File: src/rtl/bkoff_pkg.sv
// Package: shared state type for the backoff scheduler.
package bkoff_pkg;
    // Sequencer state: idle, or waiting on the timer.
    typedef enum logic {
        BK_IDLE = 1'b0,
        BK_WAIT = 1'b1
    } bk_state_t;
endpackage

File: src/rtl/bkoff_calc.sv
// bkoff_calc: combinational attempt arithmetic.
// Widens the retry mask, flags overflow and computes the wait in base ticks.
// Assumes MASK_W > RAND_W and CHAN_W <= RAND_W.
module bkoff_calc #(
    parameter int MASK_W      = 16,
    parameter int RAND_W      = 10,
    parameter int CHAN_W      = 4,
    parameter int SLOT_LG     = 3,
    parameter int FIRST_SLOTS = 20,
    localparam int TICK_W     = RAND_W + SLOT_LG
) (
    input  logic [MASK_W-1:0] mask_i,
    input  logic [RAND_W-1:0] rand_i,
    input  logic [CHAN_W-1:0] chan_i,
    output logic [MASK_W-1:0] upd_o,
    output logic              ovf_o,
    output logic [TICK_W-1:0] ticks_o
);
    logic              first;
    logic [RAND_W-1:0] mixed;
    logic [RAND_W-1:0] slots;

    // Mask growth, overflow test and slot selection.
    always_comb begin
        upd_o   = (mask_i << 1) | MASK_W'(1);
        ovf_o   = upd_o[MASK_W-1];
        first   = (upd_o == MASK_W'(1));
        mixed   = rand_i ^ RAND_W'(chan_i);
        slots   = first ? RAND_W'(FIRST_SLOTS) : (mixed & upd_o[RAND_W:1]);
        ticks_o = {slots, {SLOT_LG{1'b0}}};
    end
endmodule

File: src/rtl/bkoff_timer.sv
// bkoff_timer: short down-counting timer on the base tick strobe.
// A load arms it with 1..2**LO_W ticks. The expiry strobe is combinational
// and fires on the tick that empties it, so the sequencer can reload it in
// the same cycle without losing a tick. A load outranks the expiry.
module bkoff_timer #(
    parameter int LO_W = 6,
    localparam int CNT_W = LO_W + 1
) (
    input  logic             clk,
    input  logic             rst_n,
    input  logic             ld_i,
    input  logic [CNT_W-1:0] ld_val_i,
    input  logic             tick_i,
    output logic             expire_o
);
    logic [CNT_W-1:0] cnt_q;
    logic             armed_q;

    // Expiry on the last tick of an armed count.
    assign expire_o = armed_q && tick_i && (cnt_q == CNT_W'(1));

    // Count register: load, disarm on expiry, or decrement on tick.
    always_ff @(posedge clk) begin
        if (!rst_n) begin
            cnt_q   <= '0;
            armed_q <= 1'b0;
        end else if (ld_i) begin
            cnt_q   <= ld_val_i;
            armed_q <= 1'b1;
        end else if (expire_o) begin
            armed_q <= 1'b0;
        end else if (armed_q && tick_i) begin
            cnt_q <= cnt_q - CNT_W'(1);
        end
    end
endmodule

File: src/rtl/bkoff_seq.sv
// bkoff_seq: attempt sequencer.
// Accepts a start when idle and registers the updated mask. It then raises
// an error, fires at once, or arms the timer with the low segment and keeps
// the high segment, which it decrements per expiry until it goes negative.
// Assumes a nonzero wait is a multiple of 8 ticks and fits TICK_W bits.
module bkoff_seq
    import bkoff_pkg::*;
#(
    parameter int MASK_W = 16,
    parameter int TICK_W = 13,
    parameter int LO_W   = 6,
    localparam int HI_W  = TICK_W - LO_W,
    localparam int HC_W  = HI_W + 1,
    localparam int CNT_W = LO_W + 1
) (
    input  logic              clk,
    input  logic              rst_n,
    input  logic              start_i,
    input  logic              abort_i,
    input  logic              ovf_i,
    input  logic [MASK_W-1:0] upd_i,
    input  logic [TICK_W-1:0] ticks_i,
    input  logic              expire_i,
    output logic              ld_o,
    output logic [CNT_W-1:0]  ld_val_o,
    output logic              go_o,
    output logic              busy_o,
    output logic              err_o,
    output logic              mask_vld_o,
    output logic [MASK_W-1:0] mask_o,
    output logic              spurious_o
);
    localparam logic [CNT_W-1:0] SEG = CNT_W'(1) << LO_W;

    bk_state_t         state_q;
    logic [HC_W-1:0]   hi_cnt_q;
    logic [HC_W-1:0]   hi_dec;
    logic [LO_W-1:0]   lo;
    logic [HI_W-1:0]   hi;
    logic              accept;
    logic              zero_wait;
    logic              lo_zero;
    logic              go_q, err_q, vld_q, spur_q;
    logic [MASK_W-1:0] mask_q;

    // Decode of the new attempt and of the high-segment step.
    always_comb begin
        lo        = ticks_i[LO_W-1:0];
        hi        = ticks_i[TICK_W-1:LO_W];
        lo_zero   = (lo == '0);
        zero_wait = (ticks_i == '0);
        accept    = start_i && !abort_i && (state_q == BK_IDLE);
        hi_dec    = hi_cnt_q - HC_W'(1);
    end

    // Timer load requests: first segment on start, full segment on reload.
    always_comb begin
        ld_o     = 1'b0;
        ld_val_o = SEG;
        if (accept && !ovf_i && !zero_wait) begin
            ld_o     = 1'b1;
            ld_val_o = lo_zero ? SEG : {1'b0, lo};
        end else if ((state_q == BK_WAIT) && !abort_i && expire_i && !hi_dec[HC_W-1]) begin
            ld_o     = 1'b1;
            ld_val_o = SEG;
        end
    end

    // State, high segment counter and registered result strobes.
    always_ff @(posedge clk) begin
        if (!rst_n) begin
            state_q  <= BK_IDLE;
            hi_cnt_q <= '0;
            go_q     <= 1'b0;
            err_q    <= 1'b0;
            vld_q    <= 1'b0;
            spur_q   <= 1'b0;
            mask_q   <= '0;
        end else begin
            go_q  <= 1'b0;
            err_q <= 1'b0;
            vld_q <= 1'b0;
            if (abort_i) begin
                state_q <= BK_IDLE;
            end else begin
                case (state_q)
                    BK_IDLE: begin
                        if (expire_i) begin
                            spur_q <= 1'b1;
                        end
                        if (accept) begin
                            vld_q  <= 1'b1;
                            mask_q <= upd_i;
                            if (ovf_i) begin
                                err_q <= 1'b1;
                            end else if (zero_wait) begin
                                go_q <= 1'b1;
                            end else begin
                                state_q  <= BK_WAIT;
                                hi_cnt_q <= lo_zero ? ({1'b0, hi} - HC_W'(1)) : {1'b0, hi};
                            end
                        end
                    end
                    BK_WAIT: begin
                        if (expire_i) begin
                            if (hi_dec[HC_W-1]) begin
                                go_q    <= 1'b1;
                                state_q <= BK_IDLE;
                            end else begin
                                hi_cnt_q <= hi_dec;
                            end
                        end
                    end
                    default: state_q <= BK_IDLE;
                endcase
            end
        end
    end

    assign go_o       = go_q;
    assign err_o      = err_q;
    assign mask_vld_o = vld_q;
    assign mask_o     = mask_q;
    assign spurious_o = spur_q;
    assign busy_o     = (state_q == BK_WAIT);
endmodule

File: src/rtl/bkoff_sched.sv
// bkoff_sched: retransmission backoff scheduler top.
// Wires the attempt arithmetic, the sequencer and the segment timer.
// Assumes tick_i is a one-cycle strobe and start_i a one-cycle strobe.
module bkoff_sched #(
    parameter int MASK_W      = 16,
    parameter int RAND_W      = 10,
    parameter int CHAN_W      = 4,
    parameter int SLOT_LG     = 3,
    parameter int LO_W        = 6,
    parameter int FIRST_SLOTS = 20,
    parameter logic [MASK_W-1:0] ERR_CODE = 16'h6400
) (
    input  logic              clk,
    input  logic              rst_n,
    input  logic              start_i,
    input  logic [MASK_W-1:0] mask_i,
    input  logic [RAND_W-1:0] rand_i,
    input  logic [CHAN_W-1:0] chan_i,
    input  logic              tick_i,
    input  logic              abort_i,
    output logic              go_o,
    output logic              busy_o,
    output logic              mask_vld_o,
    output logic [MASK_W-1:0] mask_o,
    output logic              err_o,
    output logic [MASK_W-1:0] err_code_o,
    output logic              spurious_o
);
    localparam int TICK_W = RAND_W + SLOT_LG;
    localparam int CNT_W  = LO_W + 1;

    logic [MASK_W-1:0] upd;
    logic              ovf;
    logic [TICK_W-1:0] ticks;
    logic              ld;
    logic [CNT_W-1:0]  ld_val;
    logic              expire;

    bkoff_calc #(
        .MASK_W(MASK_W), .RAND_W(RAND_W), .CHAN_W(CHAN_W),
        .SLOT_LG(SLOT_LG), .FIRST_SLOTS(FIRST_SLOTS)
    ) u_calc (
        .mask_i(mask_i), .rand_i(rand_i), .chan_i(chan_i),
        .upd_o(upd), .ovf_o(ovf), .ticks_o(ticks)
    );

    bkoff_seq #(
        .MASK_W(MASK_W), .TICK_W(TICK_W), .LO_W(LO_W)
    ) u_seq (
        .clk(clk), .rst_n(rst_n), .start_i(start_i), .abort_i(abort_i),
        .ovf_i(ovf), .upd_i(upd), .ticks_i(ticks), .expire_i(expire),
        .ld_o(ld), .ld_val_o(ld_val), .go_o(go_o), .busy_o(busy_o),
        .err_o(err_o), .mask_vld_o(mask_vld_o), .mask_o(mask_o),
        .spurious_o(spurious_o)
    );

    bkoff_timer #(.LO_W(LO_W)) u_timer (
        .clk(clk), .rst_n(rst_n), .ld_i(ld), .ld_val_i(ld_val),
        .tick_i(tick_i), .expire_o(expire)
    );

    // Completion code is driven only while the error strobe is up.
    assign err_code_o = err_o ? ERR_CODE : '0;
endmodule

File: config.mk
export PLATFORM = sky130hd
export DESIGN_NAME = bkoff_sched
export DESIGN_NICKNAME = d
export VERILOG_FILES = /design/src/rtl/bkoff_pkg.sv /design/src/rtl/bkoff_calc.sv /design/src/rtl/bkoff_timer.sv /design/src/rtl/bkoff_seq.sv /design/src/rtl/bkoff_sched.sv
export SDC_FILE = /design/constraint.sdc
export NUM_CORES = 1
export LEC_CHECK = 0
export BUFFER_PORTS_ARGS = -buffer_cell sky130_fd_sc_hd__buf_2
export CORE_MARGIN = 1
export CORE_UTILIZATION = 40
export CTS_BUF_LIST = sky130_fd_sc_hd__clkbuf_16
export CTS_CLUSTER_SIZE = 14
export DETAILED_ROUTE_END_ITERATION = 16
export GPL_ROUTABILITY_DRIVEN = 0
export PLACE_DENSITY = 0.66
export SETUP_SLACK_MARGIN = 0.3
export SLEW_MARGIN = 20
export SYNTH_ARGS = -nofsm -noshare
export SYNTH_HDL_FRONTEND = slang
export SYNTH_SLANG_ARGS = --single-unit
File: constraint.sdc
create_clock -name clk -period 6.5 [get_ports clk]
set_input_delay 1.3 -clock clk [delete_from_list [all_inputs] [get_ports clk]]
set_output_delay 1.3 -clock clk [all_outputs]
set_load 0.01 [all_outputs]
Word-level counts from Yosys, hierarchy flattened

Index checks and enable logic that the tools add are counted.
Widths: inputs -> output; s select.

Mux-type cells: 32
Reduce and logical (&&, ||, !) cells: 25
Eq/ne operators: 7
Add/sub/neg operators: 3
Bitwise operators: 6

Operators with widths:

| operator            | count |
|---|---|
| $mux 8              | 6 |
| $mux 7              | 5 |
| $mux 1              | 16 |
| $pmux 8 s2          | 1 |
| $logic_not 15->1    | 1 |
| $mux 15             | 1 |
| $logic_not 13->1    | 1 |
| $and 10x10->10      | 1 |
| $mux 10             | 1 |
| $xor 10x4->10       | 1 |
| $logic_and 1x1->1   | 9 |
| $ne 2x2->1 const B  | 4 |
| $sub 7x1->8 const B | 1 |
| $sub 8x1->8 const B | 1 |
| $eq 7x1->1 const B  | 1 |
| $sub 7x1->7 const B | 1 |
| $logic_not 6->1     | 1 |
| $reduce_and 3->1    | 2 |
| $reduce_and 6->1    | 1 |
| $logic_not 1->1     | 4 |
| $ne 2x1->1 const B  | 2 |
| $not 1->1           | 4 |
| $pmux 1 s2          | 2 |
| $reduce_bool 2->1   | 2 |
| 4 further kinds     | 4 |

Bits in registers: 37
Input port bits: 35
Output and inout port bits: 37
Logic and storage cells: 82

Longest topological paths before layout

Depth in word-level cells: 9
Mapped depth: 10

Cells and area by module

Synthesis repeated with hierarchy kept, for this count alone.

Cells, all modules: 315
Area, all modules: 2439.8 um2

By module, submodules not included:

| module      | cells each | instances | seq. area each (um2) | area each (um2) |
|---|---|---|---|---|
| bkoff_seq   | 198        | 1         | 580.6                | 1541.5 |
| bkoff_timer | 57         | 1         | 160.2                | 479.2 |
| bkoff_calc  | 43         | 1         | 0.0                  | 295.3 |
| bkoff_sched | 17         | 1         | 0.0                  | 123.9 |

Worst setup path after synthesis

No wires, ideal clock.

Path type: input to register
From: in chan_i[2]
To: reg u_timer.cnt_q[5]
Data required time: 6.382 ns
Slack: 3.591 ns
Arrival time: 2.792 ns
Stages on the path: 8
Buffers on the path: 1
Setup time: 0.118 ns
Path through: xor2_1 > a222oi_1 > and3_1 > buf_2 > o221ai_4 > or2_4 > a21oi_2 > nor2_1

Longest elaborated chain between the ends: 9
Elaborated cells on any way between the ends: 14
Those cells by class: eq/ne (1); mux (5); bitwise (2); reduce/logical (6)

RTL lines:

| what                                                             | RTL line          | RTL |
|---|---|---|
| from (decl)                                                      | bkoff_sched.sv:18 | `input logic [CHAN_W-1:0] chan_i,` |
| $xor 10x4->10 (*)                                                | bkoff_calc.sv:28  | `mixed = rand_i ^ RAND_W'(chan_i);` |
| $and 10x10->10 (*)                                               | bkoff_calc.sv:29  | `slots = first ? RAND_W'(FIRST_SLOTS) : (mixed & upd_o[RAND_W:1]);` |
| $mux 10 (*)                                                      | bkoff_calc.sv:29  |  |
| $logic_not 13->1                                                 | bkoff_seq.sv:51   | `zero_wait = (ticks_i == '0);` |
| $logic_not 1->1                                                  | bkoff_seq.sv:60   | `if (accept && !ovf_i && !zero_wait) begin` |
| $logic_and 1x1->1                                                | bkoff_seq.sv:60   |  |
| $mux 1                                                           | bkoff_seq.sv:60   |  |
| $ne 2x2->1 (no source line) or $reduce_bool 2->1 (tied branches) | -                 |  |
| $reduce_and 2->1 (no source line)                                | -                 |  |
| to (signal assigned)                                             | bkoff_timer.sv:28 | `cnt_q <= ld_val_i;` |
| to (signal assigned)                                             | bkoff_timer.sv:33 | `cnt_q <= cnt_q - CNT_W'(1);` |
| to (decl)                                                        | bkoff_timer.sv:16 | `logic [CNT_W-1:0] cnt_q;` |

Mark *: on every way between the ends. The rest lies on a longest branch, timed or not.
A chain may end at the register's enable or synchronous reset.

Worst setup path after layout

From: in abort_i
To: reg u_timer.cnt_q[4]

Longest elaborated chain between the ends: 8
Elaborated cells on any way between the ends: 15
Those cells by class: eq/ne (1); mux (4); reduce/logical (10)

RTL lines:

| what                                                             | RTL line                         | RTL |
|---|---|---|
| from (decl)                                                      | bkoff_sched.sv:20                | `input logic abort_i,` |
| $logic_not 1->1 (*)                                              | bkoff_seq.sv:52, bkoff_seq.sv:63 |  |
| $logic_and 1x1->1 (on tied branches) (2 in series)               | bkoff_seq.sv:63, bkoff_seq.sv:52 |  |
| $logic_and 1x1->1 (on tied branches)                             | bkoff_seq.sv:63, bkoff_seq.sv:60 |  |
| $mux 1 or $logic_and 1x1->1 (tied branches)                      | bkoff_seq.sv:63, bkoff_seq.sv:60 |  |
| $mux 1                                                           | bkoff_seq.sv:60                  |  |
| $ne 2x2->1 (no source line) or $reduce_bool 2->1 (tied branches) | -                                |  |
| $reduce_and 2->1 (no source line)                                | -                                |  |

Marks and branches as above.

==> results.txt <==
Status - finished clean
Post-CTS Resized - 0
Hold Path Class - flop to flop
Hold Fails Final Rpt - 0
Synth Instances - 268
Peak VDD IR - 117 uV
WP data arrival - 3.44 ns
Power Density - 242 mW/mm2
TritonCTS buffer count - 5
CP Max Fanout - 19
GR met3 Demand/Resource - 3.66%
Number of distinct library cells after synthesis - 54
Worst Clk Skew - 0.00216 ns
Synth warnings - 0
GRT overflow - 0
Ant. Diodes - 0
Number of remaining DRC errors - 0
Avg Vias per Cell - 4.98
Top cell type's share of synthesized area - 35.2%
Synth-to-Final Area Change - 19.0%
Ports - 72
Post-DP HPWL - 3490 um
Die area - 0.00556 mm2
Max-cap violations - 0
Mapped Area - 0.00211 mm2
Total wire length - 4740 um
Internal power - 0.430 mW
Routed vias - 1941
Largest net degree at the start of global routing - 28
Post-Syn Area per Cell - 7.86 um2
Post-synthesis sequential area ratio - 35.2%
Non-Filler Instances - 390
Post-synth EDFFs - 0
Commonest cells post-synth - nand2_1 (65), dfxtp_1 (37), a21oi_1 (27)
Fill cells - 512
Core area - 0.00507 mm2
Initial Utilization - 41.5%
CTS tree - done
Clock sink count - 37
Most frequent cell after synthesis - nand2_1
I/O Buffers - 57
Clock latency on the worst-skew pair - 0.28 ns
First-pass GRT wire length - 7170 um
Antenna violations before repair - 0
Share of cells above drive strength 1 - 23.4%
Die H - 74.6 um
Max-slew violations - 0
Min cycle time layout - 3.24 ns
Slew margin rel. - 46.3%
Drt initial violations - 135
F_max - 309 MHz
Setup TNS - 0 ns
RSZ-0062 raised after global routing - false
Clk slew on worst S/H paths - 0.05 ns
First-pass DRT Iterations - 4
Critical path class - primary input to flop
Drt wl/cell - 12.1 um
Sw Ratio - 29.2%
Top post-synthesis cells by area - dfxtp_1 (35%), nand2_1 (12%), a21oi_1 (6.4%)
Final setup fails - 0
Root buf cell - clkbuf_16
Total track usage - 16.9%
CP Data Required Time - 6.70 ns
Htree depth - 2
Flip-flop count of the largest register after layout - 16
Postcts setup bufs - 0
Die X - 74.6 um
Setup crit end kind - flop
Worst-margin pin slew - 0.804 ns
Leakage - 1.07 nW
Cts hold-fix bufs - 0
CTS Buffer Depth - 2
Met1 usage - 24.0%
Global Route met2 Usage - 25.2%
Cell row count - 26
Vias in the first global route - 1591
GR peak layer - met2
#FFs+latches synth - 37
Detail Route Antenna Nets - 0
Comb power frac - 20.5%
Seq pwr share - 41.8%
Biggest area consumer among synthesized cells - dfxtp_1
Post-synth top flop - dfxtp_1
Final net count - 358
Async set-reset flop share out of synthesis - 0%
Critical Path Source Type - primary input
Final period utilization - 49.8%
Placed insts - 382
NetSw - 0.177 mW
Clock power share - 37.7%
## power by group through the flow
stage	logic, mW	clock network (mW)	registers, mW
finish	0.125	0.229	0.254
floorplan	0.0939	0	0.258
CTS	0.125	0.233	0.253
global route	0.140	0.244	0.256
global placement	0.123	0	0.258
detailed placement	0.124	0	0.258
## cells by family (layout without fill, tap and decap cells)
| kind of cell | count (synthesis) | count (layout) | share of synthesized area [%] |
|---|---|---|---|
| AND/OR/NAND/NOR | 118 | 118 | 26.8 |
| XOR/XNOR | 14 | 14 | 6.18 |
| multiplexers | 1 | 1 | 0.475 |
| flip-flops | 37 | 37 | 35.2 |
| AO/OA/AOI/OAI | 62 | 62 | 20.0 |
| buffers and inverters | 31 | 71 | 8.79 |
| other | 1 | 13 | 0.178 |
| adder cells (fa/ha/maj) | 4 | 4 | 2.38 |
## cell type report
| class | count | area, um2 | share of cell area (%) |
|---|---|---|---|
| multi-input combinational | 212 | 1230 | 49.2 |
| sequential | 37 | 741 | 29.6 |
| timing repair buffer | 57 | 285 | 11.4 |
| clock buffer | 5 | 125 | 5.00 |
| tap | 70 | 87.6 | 3.50 |
| inverter | 6 | 22.5 | 0.899 |
| clock inverter | 3 | 12.5 | 0.500 |
## layer usage
metal  part of all wire [%]  vias to the layer above
li1                       -                     1009
met2                     45                       46
met4                   0.87                        0
met3                    4.0                        4
met5                      0                        -
met1                     50                      882
## critical path, stage by stage
cell and delay [ns]:
buf_2 0.15, nor3b_4 0.63, nor2b_1 0.48, nand2_1 0.20, o221ai_4 0.22, or2_4 0.24, a21oi_1 0.06, a21oi_1 0.14
## cells in the final DEF, fill, tap and decap left out, drive strengths merged, types with 2 or more instances in the layout
cell    Yosys  layout
nand2b      2       2
buf        19      57
a211oi      2       2
o211ai      2       2
nor4b       2       2
nand3       5       5
nand4       3       3
nand2      65      65
o31ai       4       4
a222oi      2       2
nor3        2       2
inv         5       5
a21oi      28      28
xnor2       4       4
a21boi      2       2
clkbuf      6       5
clkinv      1       4
a32o        3       3
and2        2       2
or3         2       2
a31oi       2       2
and3        2       2
nor2       21      21
dfxtp      37      37
nor4        5       5
xor2       10      10
ha          4       4
o21ai       9       9
conb        1      13
or2         2       2
## path summary, 6_finish.rpt
check,startpoint,end,slack (ns),cells past startpoint
max,abort_i,u_timer.cnt_q[4]$_SDFFE_PN0P_,3.26,8
min,u_seq.mask_o[5]$_SDFFE_PN0P_,u_seq.mask_o[5]$_SDFFE_PN0P_,0.45,2
max reg2reg,u_seq.busy_o$_SDFF_PP0_,u_timer.cnt_q[4]$_SDFFE_PN0P_,3.76,7
min reg2reg,u_seq.mask_o[5]$_SDFFE_PN0P_,u_seq.mask_o[5]$_SDFFE_PN0P_,0.45,2
## through the flow
stage	setup slack (ns)	utilization, %	hold slack [ns]	total power [mW]	cell area (um2)
3_5_place_dp	2.74	46.5	0.444	0.382	2360
2_1_floorplan	3.59	-	0.449	0.352	2150
5_1_grt	3.03	49.4	0.470	0.639	2500
3_3_place_gp	2.78	46.5	0.440	0.381	2360
6_report	3.26	49.4	0.450	0.607	2500
4_1_cts	3.01	49.2	0.451	0.611	2500
Power figures use the tool's default switching activity.
